File: config.mk
export PLATFORM = sky130hd
export DESIGN_NAME = ctlreg_file
export DESIGN_NICKNAME = d
export VERILOG_FILES = /design/src/rtl/ctlreg_pkg.sv /design/src/rtl/ctlreg_decode.sv /design/src/rtl/ctlreg_trap_stack.sv /design/src/rtl/ctlreg_file.sv
export SDC_FILE = /design/constraint.sdc
export NUM_CORES = 2
export LEC_CHECK = 0
export BUFFER_PORTS_ARGS = -buffer_cell sky130_fd_sc_hd__buf_2
export CAP_MARGIN = 20
export CORE_AREA = 2 2 648 650
export DETAILED_ROUTE_END_ITERATION = 8
export DIE_AREA = 0 0 650 652
export PLACE_DENSITY = 0.49
export SLEW_MARGIN = 10
export SYNTH_ARGS = -nofsm -noshare
export SYNTH_HDL_FRONTEND = slang
export SYNTH_SLANG_ARGS = --single-unit
File: constraint.sdc
create_clock -name clk -period 3.14 [get_ports clk]
set_input_delay 0.157 -clock clk [delete_from_list [all_inputs] [get_ports clk]]
set_output_delay 0.157 -clock clk [all_outputs]
set_load 0.05 [all_outputs]
File: src/rtl/ctlreg_pkg.sv
package ctlreg_pkg;

    localparam int IDX_W   = 5;
    localparam int DATA_W  = 64;
    localparam int NUM_STK = 5;
    localparam int NUM_SCR = 8;

    localparam logic [IDX_W-1:0] IX_STK_LAST = 5'h04;
    localparam logic [IDX_W-1:0] IX_PSTATE   = 5'h05;
    localparam logic [IDX_W-1:0] IX_TLEVEL   = 5'h06;
    localparam logic [IDX_W-1:0] IX_TBASE    = 5'h07;
    localparam logic [IDX_W-1:0] IX_HPRIV    = 5'h08;
    localparam logic [IDX_W-1:0] IX_STRAND   = 5'h09;
    localparam logic [IDX_W-1:0] IX_TICK     = 5'h0A;
    localparam logic [IDX_W-1:0] IX_VERSION  = 5'h0B;

    localparam logic [DATA_W-1:0] PSTATE_KEEP = 64'h0000_0000_0000_13DE;
    localparam logic [DATA_W-1:0] TBASE_KEEP  = ~64'h0000_0000_0000_7FFF;
    localparam logic [DATA_W-1:0] HPRIV_RST   = 64'h0000_0000_0000_0800;
    localparam logic [DATA_W-1:0] STRAND_RST  = 64'h0000_0000_0005_0000;
    localparam logic [DATA_W-1:0] TICK_RST    = 64'h8000_0000_0000_0000;

    typedef enum logic [3:0] {
        K_NONE, K_STACK, K_PSTATE, K_TLEVEL, K_TBASE,
        K_HPRIV, K_STRAND, K_TICK, K_VERSION, K_SCR
    } kind_e;

    typedef struct packed {
        kind_e      kind;
        logic [2:0] sub;
    } dec_t;

endpackage

File: src/rtl/ctlreg_decode.sv
module ctlreg_decode
    import ctlreg_pkg::*;
(
    input  logic [IDX_W-1:0] idx,
    output dec_t             dec
);

    always_comb begin
        dec.sub  = idx[2:0];
        dec.kind = K_NONE;
        if (idx <= IX_STK_LAST) begin
            dec.kind = K_STACK;
        end else if (idx[4:3] == 2'b10) begin
            dec.kind = K_SCR;
        end else begin
            case (idx)
                IX_PSTATE:  dec.kind = K_PSTATE;
                IX_TLEVEL:  dec.kind = K_TLEVEL;
                IX_TBASE:   dec.kind = K_TBASE;
                IX_HPRIV:   dec.kind = K_HPRIV;
                IX_STRAND:  dec.kind = K_STRAND;
                IX_TICK:    dec.kind = K_TICK;
                IX_VERSION: dec.kind = K_VERSION;
                default:    dec.kind = K_NONE;
            endcase
        end
    end

endmodule

File: src/rtl/ctlreg_trap_stack.sv
module ctlreg_trap_stack
    import ctlreg_pkg::*;
#(
    parameter int MAX_TL = 6,
    localparam int LVW   = (MAX_TL > 1) ? $clog2(MAX_TL) : 1
)(
    input  logic              clk,
    input  logic              rst_n,
    input  logic              wr_en,
    input  logic [2:0]        sel,
    input  logic [LVW-1:0]    lvl,
    input  logic [DATA_W-1:0] wdata,
    output logic [DATA_W-1:0] rd_data
);

    logic [NUM_STK-1:0][DATA_W-1:0] ent [MAX_TL];

    for (genvar l = 0; l < MAX_TL; l++) begin : g_level
        logic [NUM_STK-1:0][DATA_W-1:0] lvl_d, lvl_q;

        always_comb begin
            lvl_d = lvl_q;
            if (wr_en && (lvl == LVW'(l)) && (32'(sel) < NUM_STK)) begin
                lvl_d[sel] = wdata;
            end
        end

        always_ff @(posedge clk or negedge rst_n) begin
            if (!rst_n) lvl_q <= '0;
            else        lvl_q <= lvl_d;
        end

        assign ent[l] = lvl_q;
    end

    always_comb begin
        rd_data = '0;
        for (int l = 0; l < MAX_TL; l++) begin
            if (lvl == LVW'(l)) begin
                for (int r = 0; r < NUM_STK; r++) begin
                    if (sel == 3'(r)) rd_data = ent[l][r];
                end
            end
        end
    end

endmodule

File: src/rtl/ctlreg_file.sv
module ctlreg_file
    import ctlreg_pkg::*;
#(
    parameter int NUM_WIN = 8,
    parameter int MAX_TL  = 6,
    parameter int MAX_GL  = 3
)(
    input  logic              clk,
    input  logic              rst_n,
    input  logic              acc_en,
    input  logic              acc_we,
    input  logic [4:0]        acc_idx,
    input  logic [63:0]       acc_wdata,
    output logic [63:0]       rd_data,
    output logic              acc_err
);

    localparam int TLW = $clog2(MAX_TL + 1);
    localparam int LVW = (MAX_TL > 1) ? $clog2(MAX_TL) : 1;
    localparam logic [DATA_W-1:0] VER_WORD =
        {40'd0, 8'(MAX_GL), 8'(MAX_TL), 8'(NUM_WIN)};

    typedef struct packed {
        logic [DATA_W-1:0]              pstate;
        logic [DATA_W-1:0]              tbase;
        logic [DATA_W-1:0]              hpriv;
        logic [DATA_W-1:0]              strand;
        logic [DATA_W-1:0]              tick;
        logic [TLW-1:0]                 tlevel;
        logic [NUM_SCR-1:0][DATA_W-1:0] scr;
    } state_t;

    state_t st_d, st_q;
    dec_t   dec;

    logic              tl_zero;
    logic              bad_acc;
    logic              wr_ok;
    logic              stk_wr;
    logic [LVW-1:0]    cur_lvl;
    logic [DATA_W-1:0] stk_rd;

    ctlreg_decode u_dec (
        .idx (acc_idx),
        .dec (dec)
    );

    assign tl_zero = (st_q.tlevel == '0);
    assign cur_lvl = LVW'(st_q.tlevel - TLW'(1));

    always_comb begin
        bad_acc = (dec.kind == K_NONE)
                | ((dec.kind == K_STACK) && tl_zero)
                | ((dec.kind == K_VERSION) && acc_we);
        acc_err = acc_en && bad_acc;
        wr_ok   = acc_en && acc_we && !bad_acc;
        stk_wr  = wr_ok && (dec.kind == K_STACK);
    end

    ctlreg_trap_stack #(.MAX_TL(MAX_TL)) u_stack (
        .clk     (clk),
        .rst_n   (rst_n),
        .wr_en   (stk_wr),
        .sel     (dec.sub),
        .lvl     (cur_lvl),
        .wdata   (acc_wdata),
        .rd_data (stk_rd)
    );

    always_comb begin
        st_d = st_q;
        if (wr_ok) begin
            case (dec.kind)
                K_PSTATE: st_d.pstate = acc_wdata & PSTATE_KEEP;
                K_TBASE:  st_d.tbase  = acc_wdata & TBASE_KEEP;
                K_HPRIV:  st_d.hpriv  = acc_wdata;
                K_STRAND: st_d.strand = acc_wdata;
                K_TICK:   st_d.tick   = acc_wdata;
                K_SCR:    st_d.scr[dec.sub] = acc_wdata;
                K_TLEVEL: begin
                    if (acc_wdata > 64'(MAX_TL)) st_d.tlevel = TLW'(MAX_TL);
                    else                         st_d.tlevel = acc_wdata[TLW-1:0];
                end
                default: ;
            endcase
        end
    end

    always_ff @(posedge clk or negedge rst_n) begin
        if (!rst_n) begin
            st_q        <= '0;
            st_q.hpriv  <= HPRIV_RST;
            st_q.strand <= STRAND_RST;
            st_q.tick   <= TICK_RST;
        end else begin
            st_q <= st_d;
        end
    end

    always_comb begin
        case (dec.kind)
            K_STACK:   rd_data = tl_zero ? '0 : stk_rd;
            K_PSTATE:  rd_data = st_q.pstate;
            K_TLEVEL:  rd_data = 64'(st_q.tlevel);
            K_TBASE:   rd_data = st_q.tbase;
            K_HPRIV:   rd_data = st_q.hpriv;
            K_STRAND:  rd_data = st_q.strand;
            K_TICK:    rd_data = st_q.tick;
            K_VERSION: rd_data = VER_WORD;
            K_SCR:     rd_data = st_q.scr[dec.sub];
            default:   rd_data = '0;
        endcase
    end

endmodule

; ---- Word level (Yosys, flattened, before mapping)
; Cells that the tools add are included.
[totals]
elab_cells = 162
reg_bits = 2685
[op_classes]
add_sub_neg = 1
bitwise_logic = 2
magnitude_cmp = 5
eq_ne = 26
reduce_logical = 31
muxes = 53
[op_table]
columns = op, n
row1 = 2-to-1 mux 64 bit, 39
row2 = bitwise mux 320 bit, 6
row3 = case mux 64 bit (9 select lines), 1
row4 = bitwise mux 512 bit, 1
row5 = binary-select mux 64 bit (select 3 bit), 1
row6 = demux 64 bit (select 3 bit), 1
row7 = "> comparator 64 x 3 -> 1 bit, second input constant", 1
row8 = case mux 4 bit (7 select lines), 1
row9 = "== test 5 x 4 -> 1 bit, second input constant", 4
row10 = logical AND 1 bit, 19
row11 = "== test 4 x 3 -> 1 bit, second input constant", 4
row12 = "== test 5 x 3 -> 1 bit, second input constant", 3
row13 = AND reduction 2 bit, 7
row14 = "== test 3 x 2 -> 1 bit, second input constant", 4
row15 = "== test 3 bit, second input constant", 3
row16 = logical NOT 3 bit, 3
row17 = "== test 4 x 2 -> 1 bit, second input constant", 2
row18 = "== test 4 bit, second input constant", 2
row19 = 2-to-1 mux 4 bit, 2
row20 = "== test 3 x 1 -> 1 bit, second input constant", 2
row21 = "less-or-equal comparator 5 x 3 -> 1 bit, second input constant", 1
row22 = "== test 4 x 1 -> 1 bit, second input constant", 1
row23 = logical NOT 4 bit, 1
row24 = "less-than comparator 3 x 4 -> 1 bit, second input constant", 1
row25 = other kinds (7), 8

; ---- Logic depth before layout (Yosys ltp)
[logic_depth]
depth_word = 39
mapped_depth = 13

; ---- Cells and area by module
; From an unflattened synthesis, not the netlist that was laid out.
[unflattened]
cells_unflattened = 8523
hier_area_um2 = 122676.4
[modules_own_cells]
columns = mod, area_per_inst_um2, n_inst, cells_per_inst, seq_area_each_um2
row1 = ctlreg_trap_stack, 87806.7, 1, 6067, 48046.1
row2 = ctlreg_file, 34759.6, 1, 2440, 19148.4
row3 = ctlreg_decode, 110.1, 1, 16, 0.0

; ---- Least setup slack after synthesis
; OpenSTA, ideal clock, no wires.
[synth_timing]
path_kind = reg2out
start = register st_q[513] (netlist name)
end = output port rd_data[7]
path_slack_ns = -1.133
t_arrival_ns = 4.116
path_stages_with_launch = 12
path_cell_list = dfrtp_1 > buf_2 > nor2_1 > ha_1 > clkbuf_1 > nand3b_1 > clkbuf_1 > buf_1 > clkbuf_1 > o221ai_1 > nand2_1 > o311ai_0
[synth_between]
elab_chain_cells = 35
[synth_lines]
columns = item, line_no
row1 = "start, declared", ctlreg_file.sv:33  ; state_t st_d, st_q;
row2 = "start signal, assigned", ctlreg_file.sv:96  ; st_q <= st_d;
row3 = subtractor 3 x 1 -> 3 bit, ctlreg_file.sv:49  ; assign cur_lvl = LVW'(st_q.tlevel - TLW'(1));
row4 = logical NOT 3 bit, ctlreg_trap_stack.sv:39  ; if (lvl == LVW'(l)) begin
row5 = 2-to-1 mux 64 bit, ctlreg_trap_stack.sv:39
row6 = 2-to-1 mux 64 bit (5 in a row), ctlreg_trap_stack.sv:41  ; if (sel == 3'(r)) rd_data = ent[l][r];
row7 = 2-to-1 mux 64 bit, ctlreg_trap_stack.sv:39
row8 = 2-to-1 mux 64 bit (5 in a row), ctlreg_trap_stack.sv:41
row9 = 2-to-1 mux 64 bit, ctlreg_trap_stack.sv:39
row10 = 2-to-1 mux 64 bit (5 in a row), ctlreg_trap_stack.sv:41
row11 = 2-to-1 mux 64 bit, ctlreg_trap_stack.sv:39
row12 = 2-to-1 mux 64 bit (5 in a row), ctlreg_trap_stack.sv:41
row13 = 2-to-1 mux 64 bit, ctlreg_trap_stack.sv:39
row14 = 2-to-1 mux 64 bit (5 in a row), ctlreg_trap_stack.sv:41
row15 = 2-to-1 mux 64 bit, ctlreg_trap_stack.sv:39
row16 = 2-to-1 mux 64 bit (*), ctlreg_file.sv:102  ; K_STACK: rd_data = tl_zero ? '0 : stk_rd;
row17 = case mux 64 bit (9 select lines) (*), ctlreg_file.sv:101  ; case (dec.kind)
row18 = "end, declared", ctlreg_file.sv:14  ; output logic [63:0] rd_data,
; Mark *: on every way between the ends. The rest lies on a longest branch, timed or not.

; ---- Worst setup path after layout
[layout_timing]
start = register st_q[514] (netlist name)
end = output port rd_data[24]
; The elaborated chain is that of the path after synthesis.

==> impl_metrics.csv <==
group,metric,value,unit
setup_path,arrival,4.00,ns
power,p_comb_frac,0.112,
setup_path,cp-endpoint,"rd_data[24]",
global_route,grt_pass1_wl,745000,um
synthesis,synth_top_cells_by_area,"dfrtp_1 (54%), mux2_2 (24%), mux4_2 (4.8%)",
clock_network,cts_htree_levels,5,
status,outcome,"finished, violations left",
power,cellPowerDensity,509,nW/um2
routing,drt_first_pass_iters,6,
setup_path,slowest_stage,"or3b_4",
cells_and_area,drive_above_1_share,0.505,
setup_path,cp.required,2.98,ns
placed_design,place_hpwl,362000,um
global_route,grt_max_degree,103,
routing,viasPerCell,5.69,
placed_design,gp_congestion,0.915,
setup_path,r2r-end,"u_stack.ent[631]",
clock_network,clk_pin_slew_worst_paths,0.06,ns
setup_path,worstRegToRegCells,15,
power,p_switching,21000,uW
global_route,grt_use_total,0.246,
timing,fin_crit,4.16,ns
timing,fin_ws,-1.02,ns
clock_network,cts_root_buf,"clkbuf_16",
cells_and_area,layout.nets,10200,
power,finalPower,80700,uW
routing,final_antenna_net_count,0,
status,violations,"negative setup slack",
synthesis,syn_nets,9377,
routing,wl_per_cell,33.9,um
clock_network,clk-insertion-delay-late,0.91,ns
synthesis,ys.flop_type,"dfrtp_1",
synthesis,synth_edf_count,0,
floorplan,num_rows,237,
synthesis,synth.top_cells.by_count,"dfrtp_1 (2681), mux2_2 (2604), clkbuf_1 (483)",
power,clockPowerShare,0.443,
timing,fin_crit_sh,1.32,
synthesis,synth-async-reset-ratio,1.00,
global_route,grt_pass1_vias,93000,
timing,report.final.slew_viol_count,0,
synthesis,syn-instance-count,9303,
cells_and_area,n_fill_cell,39100,
timing,hold_viol,0,
setup_path,start_kind,"register",
timing,timing.setup.tns,-58.21,ns
timing,finalClockSkew,0.0711,ns
clock_network,clk_path_buf_depth,4,
power,p_sw_frac,0.260,
power,ir_worst_vdd,0.000413,V
routing,drc,0,
timing,rsz0062_at_grt,"yes",
routing,vias,90400,
routing,wirelength,539000,um
clock_network,cts_buffers,300,
floorplan,die_x,650,um
setup_path,path_max_fanout,5,
synthesis,yosys_register_bits,2685,
synthesis,avgSynthCellArea,13.4,um2
setup_path,regToRegStartpoint,"st_q[513]",
setup_path,crit_chain,"inv_1, ha_4, buf_12, buf_16, or3b_4, buf_8, buf_6, nand2_8, buf_12, nor2_4, buf_6, a211oi_2, o21ai_1, o211ai_1, a21o_1, buf_12",
cells_and_area,area_growth,27.3,%
setup_path,cp_num_buf_inv,8,
setup_path,crit_top_cell,"buf_12",
clock_network,tritoncts,"built",
setup_path,cp_slowest_stage_delay,0.45,ns
clock_network,clock_sinks,2685,
timing,fmax,240,MHz
floorplan,initial_utilization,0.299,
global_route,grt_overflow,0,
synthesis,synth_cell_types,80,
timing,worst_pin_slew,1.11,ns
setup_path,cp-startpoint,"st_q[514]",
power,total_leakage_power,0.0736,uW
power,p_int,59700,uW
global_route,antenna_found_initial,33,
min_path,hold_depth,3,
setup_path,endpoint_kind,"primary output",
setup_path,cp.depth,16,
setup_path,critPathKind,"register to primary output",
setup_path,reg2reg_slack,-0.12,ns
synthesis,synth_top_cell_by_area,"dfrtp_1",
timing,maxSlewHeadroom,0.257,
cells_and_area,utilization,0.381,
synthesis,yosysWarnings,0,
setup_path,cp_top_family,"buffers and inverters",
synthesis,synth_area,124000,um2
floorplan,dieArea,424000,um2
synthesis,synth_top_area_share,0.539,
floorplan,die_h,652,um
floorplan,io_pins,138,
job,drv_cap,0,
floorplan,coreArea,416000,um2
synthesis,yosysSeqAreaShare,0.540,
placed_design,port_buffers,137,
min_path,hold_class,"primary input to register",
routing,first_iter_violations,9310,
timing,finalSetupViolCount,194,
synthesis,synth_most_common_cell,"dfrtp_1",
power,p_seq_frac,0.445,
## flip-flops by register name, indices dropped and copies added, names as in the netlist
register / flops
u_stack.ent: 1920
st_q: 765
## worst min path at each step
stage / startpoint / slack, ns / end
floorplan: rst_n / -0.14 / st_q[0]
global placement: rst_n / 0.18 / st_q[151]
detailed placement: rst_n / 0.18 / st_q[151]
CTS: acc_wdata[26] / 0.0006 / u_stack.ent[858]
global route: acc_wdata[26] / 0.05 / u_stack.ent[858]
finish: acc_wdata[58] / 0.05 / st_q[186]
## timing repair
item                                    in CTS  in global routing
endpoints found under the hold margin     1557                  3
endpoints found under the setup margin      64                132
hold buffers                                28                  1
cloned                                       2                  9
pin swaps                                  137                161
resized for setup                          550                282
buffers inserted                           100                 67
## cell families (layout without fill, tap and decap cells)
logic type,count (synthesis),count (layout),synth area share
flops,2685,2685,0.540
buf+inv,971,2046,0.0329
other cells,0,10,0
compound gates,1654,1654,0.0876
simple gates,821,821,0.0305
fa+ha+maj,1,1,0.000100
mux,3171,3171,0.309
## power groups by stage
| stage | Sequential, uW | Clock, uW | Combinational (uW) |
|---|---|---|---|
| after global routing | 36000 | 37700 | 9400 |
| after CTS | 35900 | 36300 | 8650 |
| final | 35900 | 35700 | 9070 |
| after floorplan | 36400 | 0 | 3340 |
| after global placement | 36400 | 0 | 7740 |
| after detailed placement | 36500 | 0 | 7830 |
## stage by stage
stage / area [um2] / hold slack [ns] / setup slack (ns) / std cells
6_report: 158000 / 0.0482 / -1.02 / 15900
5_1_grt: 158000 / 0.0503 / -1.06 / 15900
4_1_cts: 157000 / 0.000593 / -1.05 / 15800
3_5_place_dp: 143000 / 0.183 / -0.605 / 15200
3_3_place_gp: 143000 / 0.180 / -0.736 / 15200
2_1_floorplan: 125000 / -0.139 / -0.0577 / 9303
## worst min-delay path, cell delays in order
cell	delay, ns
buf_2	0.14
buf_4	0.26
mux2_2	0.32
## cells in the final DEF (no fill, tap or decap), types with 21 or more instances in the layout
master         synthesis  final
o21ai_0              340    255
mux2i_1              167    167
nor2_1               240    204
o221ai_1              44     29
buf_2                320     68
nand2b_1              32     29
a22o_1                49     49
a21oi_1              356    308
mux2_4                 0     31
buf_4                 15    781
buf_12                 0    478
nor2_4                 9     52
dlygate4sd3_1          0     27
o22ai_1              174    161
buf_8                  0     35
clkinv_2               0     41
buf_6                  0     99
mux2_2              2604   2573
clkbuf_16              0    315
dfrtp_1             2681   2681
mux2_1               135    135
a22oi_1              243    236
a221oi_1              88     45
a31oi_1               45     37
nand3_1               39     22
a21oi_2                0     38
nand2_1              319    301
nor3_1                37     25
a221oi_2               0     31
a221o_1               21     21
o21ai_1                1     40
a21o_1                21     21
o22a_1                30     30
mux4_2               265    265
clkbuf_1             483     83
clkbuf_8               0     62
o21ai_2                0     34
o211ai_1              47     47
## cell type report
| type | instances | area [um2] | share of cell area |
|---|---|---|---|
| inverter | 13 | 70.1 | 0.000442 |
| tap | 5497 | 6880 | 0.0434 |
| sequential | 2685 | 67200 | 0.424 |
| antenna | 10 | 25.0 | 0.000158 |
| clock buffer | 451 | 8820 | 0.0557 |
| timing repair buffer | 1505 | 18100 | 0.114 |
| clock inverter | 77 | 916 | 0.00578 |
| multi-input combinational | 5647 | 56400 | 0.356 |
## per-layer routing
metal  part of all wire  track usage  up-vias  wire (um)
met5            0.00018            0        -         97
met4              0.052        0.109       16      27900
met3              0.076       0.0465     1040      40900
met2               0.45        0.379     4008     240000
met1               0.43        0.335    49200     230000
li1                   -            -    36200          -
(Power assumes the default switching activity.)
